--- config.mk ---
export PLATFORM = sky130hd
export DESIGN_NAME = spi_len_master
export DESIGN_NICKNAME = d
export VERILOG_FILES = /design/src/rtl/spim_pkg.sv /design/src/rtl/spim_fifo.sv /design/src/rtl/spim_lanes.sv /design/src/rtl/spim_engine.sv /design/src/rtl/spi_len_master.sv
export SDC_FILE = /design/constraint.sdc
export NUM_CORES = 1
export LEC_CHECK = 0
export BUFFER_PORTS_ARGS = -buffer_cell sky130_fd_sc_hd__buf_2
export CAP_MARGIN = 20
export CORE_MARGIN = 2
export CORE_UTILIZATION = 45
export DETAILED_ROUTE_END_ITERATION = 7
export GPL_TIMING_DRIVEN = 0
export PLACE_DENSITY = 0.61
export SYNTH_ARGS = -nofsm -noshare
export SYNTH_HDL_FRONTEND = slang
export SYNTH_SLANG_ARGS = --single-unit
--- constraint.sdc ---
create_clock -name clk -period 5.1 [get_ports clk]
set_clock_uncertainty 0.15 [all_clocks]
set_input_delay 0.765 -clock clk [delete_from_list [all_inputs] [get_ports clk]]
set_output_delay 0.765 -clock clk [all_outputs]
set_load 0.02 [all_outputs]
--- src/rtl/spim_pkg.sv ---
package spim_pkg;
  localparam int BYTES_PER_WORD = 4;
  localparam int WORD_W         = 8 * BYTES_PER_WORD;
  localparam int PTR_W          = $clog2(BYTES_PER_WORD);

  typedef enum logic [2:0] {
    ENG_IDLE,
    ENG_LEAD,
    ENG_HIGH,
    ENG_NEXT,
    ENG_GAP
  } eng_state_e;

  localparam int CTL_TXCLR = 2;
  localparam int CTL_RXCLR = 3;
  localparam int CTL_GO    = 4;
  localparam int CTL_AUTO  = 5;
endpackage

--- src/rtl/spim_fifo.sv ---
module spim_fifo #(
  parameter int W     = 32,
  parameter int DEPTH = 16
) (
  input  logic                       clk,
  input  logic                       rst_n,
  input  logic                       clr,
  input  logic                       push,
  input  logic [W-1:0]               din,
  input  logic                       pop,
  output logic [W-1:0]               dout,
  output logic                       empty,
  output logic                       full,
  output logic [$clog2(DEPTH):0]     level
);
  localparam int AW = $clog2(DEPTH);
  localparam int LW = AW + 1;

  logic [W-1:0]  mem [DEPTH];
  logic [AW-1:0] wr_ptr, rd_ptr, wr_ptr_n, rd_ptr_n;
  logic [LW-1:0] cnt, cnt_n;
  logic          push_ok, pop_ok;

  assign empty   = (cnt == '0);
  assign full    = (cnt == LW'(DEPTH));
  assign level   = cnt;
  assign dout    = mem[rd_ptr];
  assign push_ok = push && !full && !clr;
  assign pop_ok  = pop && !empty && !clr;

  always_comb begin
    wr_ptr_n = wr_ptr;
    rd_ptr_n = rd_ptr;
    cnt_n    = cnt;
    if (clr) begin
      wr_ptr_n = '0;
      rd_ptr_n = '0;
      cnt_n    = '0;
    end else begin
      if (push_ok) wr_ptr_n = (wr_ptr == AW'(DEPTH - 1)) ? '0 : wr_ptr + 1'b1;
      if (pop_ok)  rd_ptr_n = (rd_ptr == AW'(DEPTH - 1)) ? '0 : rd_ptr + 1'b1;
      if (push_ok && !pop_ok)      cnt_n = cnt + 1'b1;
      else if (pop_ok && !push_ok) cnt_n = cnt - 1'b1;
    end
  end

  always_ff @(posedge clk or negedge rst_n) begin
    if (!rst_n) begin
      wr_ptr <= '0;
      rd_ptr <= '0;
      cnt    <= '0;
    end else begin
      wr_ptr <= wr_ptr_n;
      rd_ptr <= rd_ptr_n;
      cnt    <= cnt_n;
    end
  end

  always_ff @(posedge clk) begin
    if (push_ok) mem[wr_ptr] <= din;
  end
endmodule

--- src/rtl/spim_lanes.sv ---
module spim_lanes
  import spim_pkg::*;
(
  input  logic              clk,
  input  logic              rst_n,
  input  logic              tx_clr,
  input  logic              rx_clr,
  input  logic [WORD_W-1:0] tx_word,
  input  logic              take,
  output logic [7:0]        tx_byte,
  output logic              tx_pop,
  input  logic              rx_valid,
  input  logic              rx_last,
  input  logic [7:0]        rx_byte,
  output logic              rx_push,
  output logic [WORD_W-1:0] rx_word
);
  logic [PTR_W-1:0]  tx_ptr, tx_ptr_n, rx_ptr, rx_ptr_n;
  logic [WORD_W-1:0] acc, acc_n;

  assign tx_byte = tx_word[8*tx_ptr +: 8];

  always_comb begin
    tx_ptr_n = tx_ptr;
    tx_pop   = 1'b0;
    if (tx_clr) begin
      tx_ptr_n = '0;
    end else if (take) begin
      if (tx_ptr == PTR_W'(BYTES_PER_WORD - 1)) begin
        tx_pop   = 1'b1;
        tx_ptr_n = '0;
      end else begin
        tx_ptr_n = tx_ptr + 1'b1;
      end
    end
  end

  always_comb begin
    rx_word               = acc;
    rx_word[8*rx_ptr +: 8] = rx_byte;
    acc_n                 = acc;
    rx_ptr_n              = rx_ptr;
    rx_push               = 1'b0;
    if (rx_clr) begin
      acc_n    = '0;
      rx_ptr_n = '0;
    end else if (rx_valid) begin
      if (rx_ptr == PTR_W'(BYTES_PER_WORD - 1) || rx_last) begin
        rx_push  = 1'b1;
        acc_n    = '0;
        rx_ptr_n = '0;
      end else begin
        acc_n    = rx_word;
        rx_ptr_n = rx_ptr + 1'b1;
      end
    end
  end

  always_ff @(posedge clk or negedge rst_n) begin
    if (!rst_n) begin
      tx_ptr <= '0;
      rx_ptr <= '0;
      acc    <= '0;
    end else begin
      tx_ptr <= tx_ptr_n;
      rx_ptr <= rx_ptr_n;
      acc    <= acc_n;
    end
  end
endmodule

--- src/rtl/spim_engine.sv ---
module spim_engine
  import spim_pkg::*;
#(
  parameter int DIV_W = 16
) (
  input  logic             clk,
  input  logic             rst_n,
  input  logic             active,
  input  logic             len_zero,
  input  logic             auto_ce,
  input  logic [DIV_W-1:0] div,
  input  logic             tx_avail,
  input  logic [7:0]       tx_byte,
  input  logic             miso,
  output logic             take,
  output logic             byte_done,
  output logic [7:0]       rx_byte,
  output logic             sclk,
  output logic             mosi,
  output logic             grp_open
);
  eng_state_e       state, state_n;
  logic [DIV_W:0]   cnt, cnt_n, div_eff, lim;
  logic [2:0]       bitcnt, bitcnt_n;
  logic [7:0]       tx_sh, tx_sh_n, rx_sh, rx_sh_n;
  logic             sclk_n, grp_open_n, grp_half, grp_half_n;
  logic             timed, tick;

  assign div_eff = (div == '0) ? {1'b1, {DIV_W{1'b0}}} : {1'b0, div};
  assign lim     = div_eff - {{DIV_W{1'b0}}, 1'b1};
  assign timed   = (state == ENG_LEAD) || (state == ENG_HIGH) || (state == ENG_GAP);
  assign tick    = timed && (cnt == lim);
  assign mosi    = tx_sh[7];
  assign rx_byte = rx_sh;

  always_comb begin
    state_n    = state;
    cnt_n      = (timed && !tick) ? cnt + 1'b1 : '0;
    bitcnt_n   = bitcnt;
    tx_sh_n    = tx_sh;
    rx_sh_n    = rx_sh;
    sclk_n     = sclk;
    grp_open_n = grp_open;
    grp_half_n = grp_half;
    take       = 1'b0;
    byte_done  = 1'b0;
    case (state)
      ENG_IDLE: begin
        if (active && !len_zero && tx_avail) begin
          take       = 1'b1;
          tx_sh_n    = tx_byte;
          bitcnt_n   = '0;
          grp_open_n = 1'b1;
          grp_half_n = 1'b0;
          state_n    = ENG_LEAD;
        end
      end
      ENG_LEAD: begin
        if (tick) begin
          sclk_n  = 1'b1;
          rx_sh_n = {rx_sh[6:0], miso};
          state_n = ENG_HIGH;
        end
      end
      ENG_HIGH: begin
        if (tick) begin
          sclk_n = 1'b0;
          if (bitcnt == 3'd7) begin
            byte_done  = 1'b1;
            grp_half_n = ~grp_half;
            state_n    = ENG_NEXT;
          end else begin
            tx_sh_n  = {tx_sh[6:0], 1'b0};
            bitcnt_n = bitcnt + 1'b1;
            state_n  = ENG_LEAD;
          end
        end
      end
      ENG_NEXT: begin
        if (len_zero) begin
          grp_open_n = 1'b0;
          state_n    = ENG_IDLE;
        end else if (auto_ce && !grp_half) begin
          grp_open_n = 1'b0;
          state_n    = ENG_GAP;
        end else if (tx_avail) begin
          take     = 1'b1;
          tx_sh_n  = tx_byte;
          bitcnt_n = '0;
          state_n  = ENG_LEAD;
        end
      end
      ENG_GAP: begin
        if (tick) state_n = ENG_IDLE;
      end
      default: state_n = ENG_IDLE;
    endcase
  end

  always_ff @(posedge clk or negedge rst_n) begin
    if (!rst_n) begin
      state    <= ENG_IDLE;
      cnt      <= '0;
      bitcnt   <= '0;
      tx_sh    <= '0;
      rx_sh    <= '0;
      sclk     <= 1'b0;
      grp_open <= 1'b0;
      grp_half <= 1'b0;
    end else begin
      state    <= state_n;
      cnt      <= cnt_n;
      bitcnt   <= bitcnt_n;
      tx_sh    <= tx_sh_n;
      rx_sh    <= rx_sh_n;
      sclk     <= sclk_n;
      grp_open <= grp_open_n;
      grp_half <= grp_half_n;
    end
  end
endmodule

--- src/rtl/spi_len_master.sv ---
module spi_len_master
  import spim_pkg::*;
#(
  parameter int FIFO_DEPTH = 16,
  parameter int LEN_W      = 16,
  parameter int DIV_W      = 16,
  parameter int CFG_W      = 16,
  parameter int NUM_CE     = 2
) (
  input  logic                        clk,
  input  logic                        rst_n,
  input  logic                        cfg_we,
  input  logic [1:0]                  cfg_addr,
  input  logic [CFG_W-1:0]            cfg_wdata,
  input  logic                        txq_push,
  input  logic [31:0]                 txq_data,
  output logic                        txq_full,
  output logic [$clog2(FIFO_DEPTH):0] txq_level,
  input  logic                        rxq_pop,
  output logic [31:0]                 rxq_data,
  output logic                        rxq_empty,
  output logic                        rxq_full,
  output logic [$clog2(FIFO_DEPTH):0] rxq_level,
  output logic                        tx_req,
  output logic                        rx_req,
  output logic                        xfer_active,
  output logic                        sclk,
  output logic                        mosi,
  input  logic                        miso,
  output logic [NUM_CE-1:0]           ce_n
);
  localparam int LVL_W = $clog2(FIFO_DEPTH) + 1;
  localparam int SEL_W = 2;
  localparam int RXT_LSB = 8;

  logic [1:0] rst_sync;
  logic       rst_i_n;

  always_ff @(posedge clk or negedge rst_n) begin
    if (!rst_n) rst_sync <= 2'b00;
    else        rst_sync <= {rst_sync[0], 1'b1};
  end
  assign rst_i_n = rst_sync[1];

  logic [SEL_W-1:0] ce_sel, ce_sel_n;
  logic             auto_ce, auto_ce_n, active, active_n;
  logic [LEN_W-1:0] len, len_n;
  logic [DIV_W-1:0] div, div_n;
  logic [LVL_W-1:0] tx_thr, tx_thr_n, rx_thr, rx_thr_n;
  logic             wr_ctl, wr_len, wr_div, wr_thr, tx_clr, rx_clr;
  logic             len_zero;

  logic [31:0] tx_head, rx_word;
  logic        tx_empty, tx_pop, rx_push;
  logic        take, byte_done, grp_open, ce_low;
  logic [7:0]  tx_byte, rx_byte;

  assign wr_ctl   = cfg_we && (cfg_addr == 2'd0);
  assign wr_len   = cfg_we && (cfg_addr == 2'd1);
  assign wr_div   = cfg_we && (cfg_addr == 2'd2);
  assign wr_thr   = cfg_we && (cfg_addr == 2'd3);
  assign tx_clr   = wr_ctl && cfg_wdata[CTL_TXCLR];
  assign rx_clr   = wr_ctl && cfg_wdata[CTL_RXCLR];
  assign len_zero = (len == '0);

  always_comb begin
    ce_sel_n  = ce_sel;
    auto_ce_n = auto_ce;
    active_n  = active;
    len_n     = len;
    div_n     = div;
    tx_thr_n  = tx_thr;
    rx_thr_n  = rx_thr;
    if (active) begin
      if (len_zero) active_n = 1'b0;
    end else if (wr_ctl) begin
      ce_sel_n  = cfg_wdata[SEL_W-1:0];
      auto_ce_n = cfg_wdata[CTL_AUTO];
      active_n  = cfg_wdata[CTL_GO];
    end
    if (wr_len && !active)          len_n = cfg_wdata[LEN_W-1:0];
    else if (byte_done && !len_zero) len_n = len - 1'b1;
    if (wr_div && !active) div_n = cfg_wdata[DIV_W-1:0];
    if (wr_thr) begin
      tx_thr_n = cfg_wdata[LVL_W-1:0];
      rx_thr_n = cfg_wdata[RXT_LSB +: LVL_W];
    end
  end

  always_ff @(posedge clk or negedge rst_i_n) begin
    if (!rst_i_n) begin
      ce_sel  <= '0;
      auto_ce <= 1'b0;
      active  <= 1'b0;
      len     <= '0;
      div     <= DIV_W'(2);
      tx_thr  <= LVL_W'(8);
      rx_thr  <= LVL_W'(8);
    end else begin
      ce_sel  <= ce_sel_n;
      auto_ce <= auto_ce_n;
      active  <= active_n;
      len     <= len_n;
      div     <= div_n;
      tx_thr  <= tx_thr_n;
      rx_thr  <= rx_thr_n;
    end
  end

  spim_fifo #(.W(32), .DEPTH(FIFO_DEPTH)) u_txq (
    .clk(clk), .rst_n(rst_i_n), .clr(tx_clr),
    .push(txq_push), .din(txq_data), .pop(tx_pop), .dout(tx_head),
    .empty(tx_empty), .full(txq_full), .level(txq_level)
  );

  spim_fifo #(.W(32), .DEPTH(FIFO_DEPTH)) u_rxq (
    .clk(clk), .rst_n(rst_i_n), .clr(rx_clr),
    .push(rx_push), .din(rx_word), .pop(rxq_pop), .dout(rxq_data),
    .empty(rxq_empty), .full(rxq_full), .level(rxq_level)
  );

  spim_lanes u_lanes (
    .clk(clk), .rst_n(rst_i_n), .tx_clr(tx_clr), .rx_clr(rx_clr),
    .tx_word(tx_head), .take(take), .tx_byte(tx_byte), .tx_pop(tx_pop),
    .rx_valid(byte_done), .rx_last(byte_done && (len == LEN_W'(1))),
    .rx_byte(rx_byte), .rx_push(rx_push), .rx_word(rx_word)
  );

  spim_engine #(.DIV_W(DIV_W)) u_eng (
    .clk(clk), .rst_n(rst_i_n), .active(active), .len_zero(len_zero),
    .auto_ce(auto_ce), .div(div), .tx_avail(!tx_empty), .tx_byte(tx_byte),
    .miso(miso), .take(take), .byte_done(byte_done), .rx_byte(rx_byte),
    .sclk(sclk), .mosi(mosi), .grp_open(grp_open)
  );

  assign ce_low = auto_ce ? grp_open : active;

  for (genvar g = 0; g < NUM_CE; g++) begin : g_ce
    assign ce_n[g] = ~(ce_low && (ce_sel == SEL_W'(g)));
  end

  assign xfer_active = active;
  assign tx_req      = (txq_level <= tx_thr);
  assign rx_req      = !rxq_empty && (rxq_level >= rx_thr);
endmodule

* After elaboration in Yosys (flattened, before gate mapping)
Memory sizes are Yosys's and may differ from the RTL's.
Cells that the tools add are included.
** Storage, ports and cells
- Register bits after elaboration :: 152
- Bits of input ports :: 56
- Output and inout port bits :: 52
- Logic and storage cells :: 243
- Memory bits (writable) :: 1024
- Memories kept :: 2
** Memories
- u_rxq.mem :: depth 16, bits a word 32, read ports 1, clocked after Yosys merged registers in 0, write ports 1, RTL line spim_fifo.sv:19 : logic [W-1:0] mem [DEPTH];
- u_txq.mem :: depth 16, bits a word 32, read ports 1, clocked after Yosys merged registers in 0, write ports 1, RTL line spim_fifo.sv:19
** Cells by class
- Bitwise logic cells :: 4
- Reductions and logical operators :: 74
- $add $sub $neg :: 15
- $lt $le $gt $ge :: 2
- Eq/ne operators :: 30
- Muxes and demuxes :: 88
- Shift-type cells :: 3
** Operators by type and width (number)
- two-way mux 32 bit :: 3
- two-way mux 4 bit :: 12
- two-way mux 8 bit :: 6
- two-way mux 3 bit :: 13
- two-way mux 17 bit :: 2
- negation 5 -> 34 bit :: 1
- variable shift 8 x 34 -> 32 bit, first input constant :: 1
- indexed part select 8 x 34 -> 32 bit :: 1
- bitwise mux 32 bit :: 1
- zero test 16 bit :: 2
- two-way mux 16 bit :: 2
- indexed part select 32 x 6 -> 8 bit :: 1
- logical AND 1 bit :: 30
- two-way mux 5 bit :: 6
- two-way mux 1 bit :: 29
- one-hot mux 8 bit (3 select lines) :: 1
- nonzero test 2 bit :: 10
- adder 17 x 1 -> 17 bit, second input constant :: 1
- == test 17 bit :: 1
- subtractor 17 x 1 -> 17 bit, second input constant :: 1
- adder 4 x 1 -> 4 bit, second input constant :: 4
- == test 16 x 1 -> 1 bit, second input constant :: 1
- == test 4 bit, second input constant :: 4
- subtractor 16 x 1 -> 16 bit, second input constant :: 1
- 32 further kinds :: 82

* Logic depth before layout (Yosys ltp)
- Word-level depth :: 19
- Gate-level depth with buffers :: 18
- Depth with buffers taken out :: 17

* By module
A second synthesis with hierarchy kept.
** Unflattened totals
- Cells, all modules :: 2799
- Area total of the unflattened synthesis :: 48436.5 µm²
** Modules (own cells, without submodules)
- spim_fifo :: cells an instance 1036, seq. area each 15700.1 µm², area each 20489.7 µm², instances 2
- spim_engine :: cells an instance 283, seq. area each 1051.0 µm², area each 2712.6 µm², instances 1
- spi_len_master :: cells an instance 226, seq. area each 1204.9 µm², area each 2511.2 µm², instances 1
- spim_lanes :: cells an instance 218, seq. area each 900.9 µm², area each 2233.4 µm², instances 1

* Worst setup path after synthesis
No wires, ideal clock.
- Path kind :: register to register
- Start :: register len[4]
- End :: memory u_rxq.mem[4][0] (enable)
- Path slack :: -0.191 ns
- Clock period less this slack :: 5.291 ns
- Cell stages (with the launch flop) :: 9
- Arrival time :: 4.680 ns
- Library setup time :: 0.461 ns
- Data required time :: 4.489 ns
- Path buffers :: 0
- Path through :: dfrtp_1 > or4_1 > nor4b_2 > a31oi_1 > nor3_2 > nand3b_1 > nor4_4 > nand2_1 > nor3_1
** On the way
- Cells in the longest elaborated chain, start to end :: 10
** RTL lines
- start: declaration :: RTL line spi_len_master.sv:47 : logic [LEN_W-1:0] len, len_n;
- start signal: assignment :: RTL line spi_len_master.sv:103 : len <= len_n;
- == test 16 x 1 -> 1 bit :: RTL line spi_len_master.sv:125 : .rx_valid(byte_done), .rx_last(byte_done && (len == LEN_W'(1))),
- logical AND 1 bit :: RTL line spi_len_master.sv:125
- logical OR 1 bit :: RTL line spim_lanes.sv:48 : if (rx_ptr == PTR_W'(BYTES_PER_WORD - 1) || rx_last) begin
- two-way mux 1 bit :: RTL line spim_lanes.sv:48
- two-way mux 1 bit :: RTL line spim_lanes.sv:47 : end else if (rx_valid) begin
- two-way mux 1 bit :: RTL line spim_lanes.sv:44 : if (rx_clr) begin
- logical AND 1 bit (2 in series) :: RTL line spim_fifo.sv:28 : assign push_ok = push && !full && !clr;
- two-way mux 1 bit :: RTL line spim_fifo.sv:60 : if (push_ok) mem[wr_ptr] <= din;
- two-way mux 1 bit (implied by the code) :: RTL line spim_fifo.sv:60
- end: declaration :: RTL line spim_fifo.sv:19
No other way between the ends.

* Worst setup path in the final report
- Start :: register len[4]
- End :: memory u_rxq.mem[6][2] (enable)
Same word-level chain as after synthesis.

==> results.cfg <==
[status]
status = finished, violations left
violations = design-rule violations

[pwr]
pwr-share-clk = 0.330
p_leak_nw = 19.8
p_switching_w = 0.00808
worst_ir_drop_vdd_v = 0.000310
combPwrFrac = 0.251
internal_power_w = 0.0190
swShare = 0.298
share_seq_of_total_power = 0.418
p_per_area_mw_per_mm2 = 487

[grt]
grt_use_total = 0.218
grt_max_degree = 70
grt_overflow = 0
grt_pass1_vias = 26800
antenna_found_initial = 12
grt_pass1_wl_um = 174000

[die]
die_area_sq_mm = 0.109
core_area_sq_mm = 0.105
num_rows = 119
die_w_um = 330
initial_core_util = 0.454
fp.dieH_um = 330
io_pins = 108

[timing]
finalSetupTns_ps = 0
finalHoldViolCount = 0
setup_violations = 0
drv_slew = 0
finalHoldWorstSlack_ps = 48.1
clock.fmax_ghz = 0.201
rsz0062_at_grt = true
worst_slew_pin_slew_ps = 1080
post-route-min-period_ps = 4970
maxSlewHeadroom = 0.282
period_share = 0.975

[clock_tree]
cts.htree.levels = 3
clock_latency_ps = 710
cts_made_buffers = 117
cts.clk_slew.worst_paths_ps = 60
cts_setup_buffers = 0
cts_buffer_depth = 3
cts_tree = done
clk_root_buffer_cell = clkbuf_16
cts_sinks = 1176

[setup_path]
worst_setup_path_end_kind = flip-flop
path_max_fanout = 9
worst_ep_required_time_ps = 5350
worstPathArrival_ps = 5220
worst-setup-path-type = reg2reg
crit_path_start_kind = flip-flop

[layout]
drive_gt1_frac = 0.228
syn_to_final_growth_pct = 16.4
final_common_cell = edfxtp_1
fin_nets = 3093
layout_common_cells = 1,024 x edfxtp_1, 232 x mux4_2, 188 x nand2_1

[logic_synthesis]
synth_cell_type_count = 70
yosysTopAreaCellShare = 0.643
ys_seq_area_frac = 0.722
ys_top_cells_by_area = edfxtp_1 64%, mux4_2 11%, dfrtp_1 7.8%
synthCells = 2689
synthArstFlopShare = 0.129
synth_largest_area_cell = edfxtp_1
syn_nets = 2788
synth-main-ff-cell = edfxtp_1
syn_area_per_cell_sq_um = 17.8
syn-cell-area_sq_mm = 0.0478
synth_edf_count = 1024
yosys_warnings = 0
synth_seq_cells = 1176

[route]
drtPass1Iterations = 8
antenna_left = 0
drt_iter0_drc = 2665
drc_errors = 10
vias = 26000
viasPerCell = 5.78
drt_wl_total_um = 118000
routedWlPerCell_um = 26.3

[place]
dp_hpwl_um = 79500
place_congestion = 0.868
portBuffers = 107

[run]
cap_violations = 0

[worst_hold_path]
hold_class = reg2async
[layer usage]
layer  global-route usage  wire length [um]
met5                    0                49
met4               0.0707              3050
met3               0.0425              7800
met2                0.370             60100
met1                0.284             47100
[cell usage after synthesis, types with 4 or more instances]
| master | instances |
|---|---|
| edfxtp_1 | 1024 |
| mux4_2 | 232 |
| nand2_1 | 188 |
| dfrtp_1 | 149 |
| o21ai_0 | 128 |
| mux2i_1 | 120 |
| inv_1 | 100 |
| clkbuf_1 | 88 |
| nor2_1 | 80 |
| a21oi_1 | 68 |
| mux2_2 | 50 |
| ha_1 | 41 |
| buf_1 | 38 |
| xor2_1 | 36 |
| o21a_1 | 34 |
| a221oi_1 | 32 |
| a22oi_1 | 32 |
| nand3_1 | 28 |
| nor3_1 | 26 |
| xnor2_1 | 24 |
| and2_1 | 17 |
| nand2b_1 | 12 |
| nand4_1 | 12 |
| nor2b_1 | 12 |
| nor4_1 | 12 |
| and3_1 | 8 |
| mux2_4 | 8 |
| a31oi_1 | 7 |
| a22o_1 | 6 |
| a311oi_1 | 5 |
| or4_1 | 5 |
| a21o_1 | 4 |
| or3_1 | 4 |
[final cells by class]
cell class	instances	area, sq um
diodes	7	17.5
plain buffers	130	526
clock buffers	150	3140
clock inverters	68	870
fillers	8248	49700
inverters	100	375
multi-input cells	1283	12600
flip-flops and latches	1176	34600
well taps	1391	1740
repair buffers	186	1840
[power by group through the flow]
stage | clock, W | sequential, W | combinational (W)
2_1_floorplan | 0 | 0.0115 | 0.00423
5_1_grt | 0.00948 | 0.0114 | 0.00731
4_1_cts | 0.00910 | 0.0113 | 0.00682
3_5_place_dp | 0 | 0.0115 | 0.00680
3_3_place_gp | 0 | 0.0116 | 0.00635
6_report | 0.00896 | 0.0113 | 0.00681
[critical path, cell delays in order, from the launching register on]
cell and delay [ps]:
dfrtp_1 420, or4_1 630, nor4b_2 560, a31oi_1 200, nor3_2 420, nand3b_1 210, nor4_4 520, nand2_1 340
nor3_2 780, buf_8 240, buf_6 180
[path summary, 6_finish.rpt]
path	startpoint	end	slack [ps]	cells after the start
max in group asynchronous	rst_sync[1]	tx_thr[3]	4090	1
worst max register to register	len[4]	u_rxq.mem[6][2]	130	10
min in group clk	cfg_wdata[15]	len[15]	170	3
worst min register to register	rst_sync[1]	u_rxq.wr_ptr[2]	50	0
worst min-delay path	rst_sync[1]	u_rxq.wr_ptr[2]	50	0
worst max-delay path	len[4]	u_rxq.mem[6][2]	130	10
[cell families after synthesis]
kind of cell | after synthesis | synth area share
buffers and inverters | 230 | 0.0184
other | 1 | 0.0000784
flip-flops | 1176 | 0.722
AND/OR/NAND/NOR | 434 | 0.0442
XOR/XNOR | 60 | 0.0110
multiplexers | 410 | 0.149
adder cells (fa/ha/maj) | 43 | 0.0116
AO/OA/AOI/OAI | 335 | 0.0438
[flip-flops by register name, indices dropped and copies added (netlist names), 2 cells and up]
register,count
len,16
ce_sel,2
tx_thr,5
u_rxq.wr_ptr,4
u_lanes.tx_ptr,2
u_rxq.rd_ptr,4
u_txq.level,5
u_txq.wr_ptr,4
u_lanes.rx_ptr,2
rx_thr,5
u_lanes.acc,32
u_eng.bitcnt,3
u_eng.rx_byte,8
u_eng.cnt,17
u_rxq.level,5
u_txq.rd_ptr,4
u_eng.tx_sh,8
rst_sync,2
div,16
u_rxq.mem,512
u_txq.mem,512
u_eng.state,3
[stage by stage]
stage                     setup WS [ps]  power [W]   util  area, sq um  instances
after floorplan                    -191     0.0157      -        47800       2689
after global placement            -3080     0.0179  0.475        50100       4187
after detailed placement           -120     0.0183  0.488        51500       4257
after CTS                          42.3     0.0273  0.527        55500       4476
after global routing               -123     0.0282  0.528        55700       4488
final                               129     0.0271  0.528        55700       4491
[timing repair]
| item | CTS | global route |
|---|---|---|
| pin swaps | 0 | 1 |
| hold buffers | 1 | 0 |
| hold endpoints to repair | 2 | 0 |
| resized for setup | 5 | 13 |
| endpoints found under the setup margin | 10 | 52 |
Power figures use the tool's default switching activity.
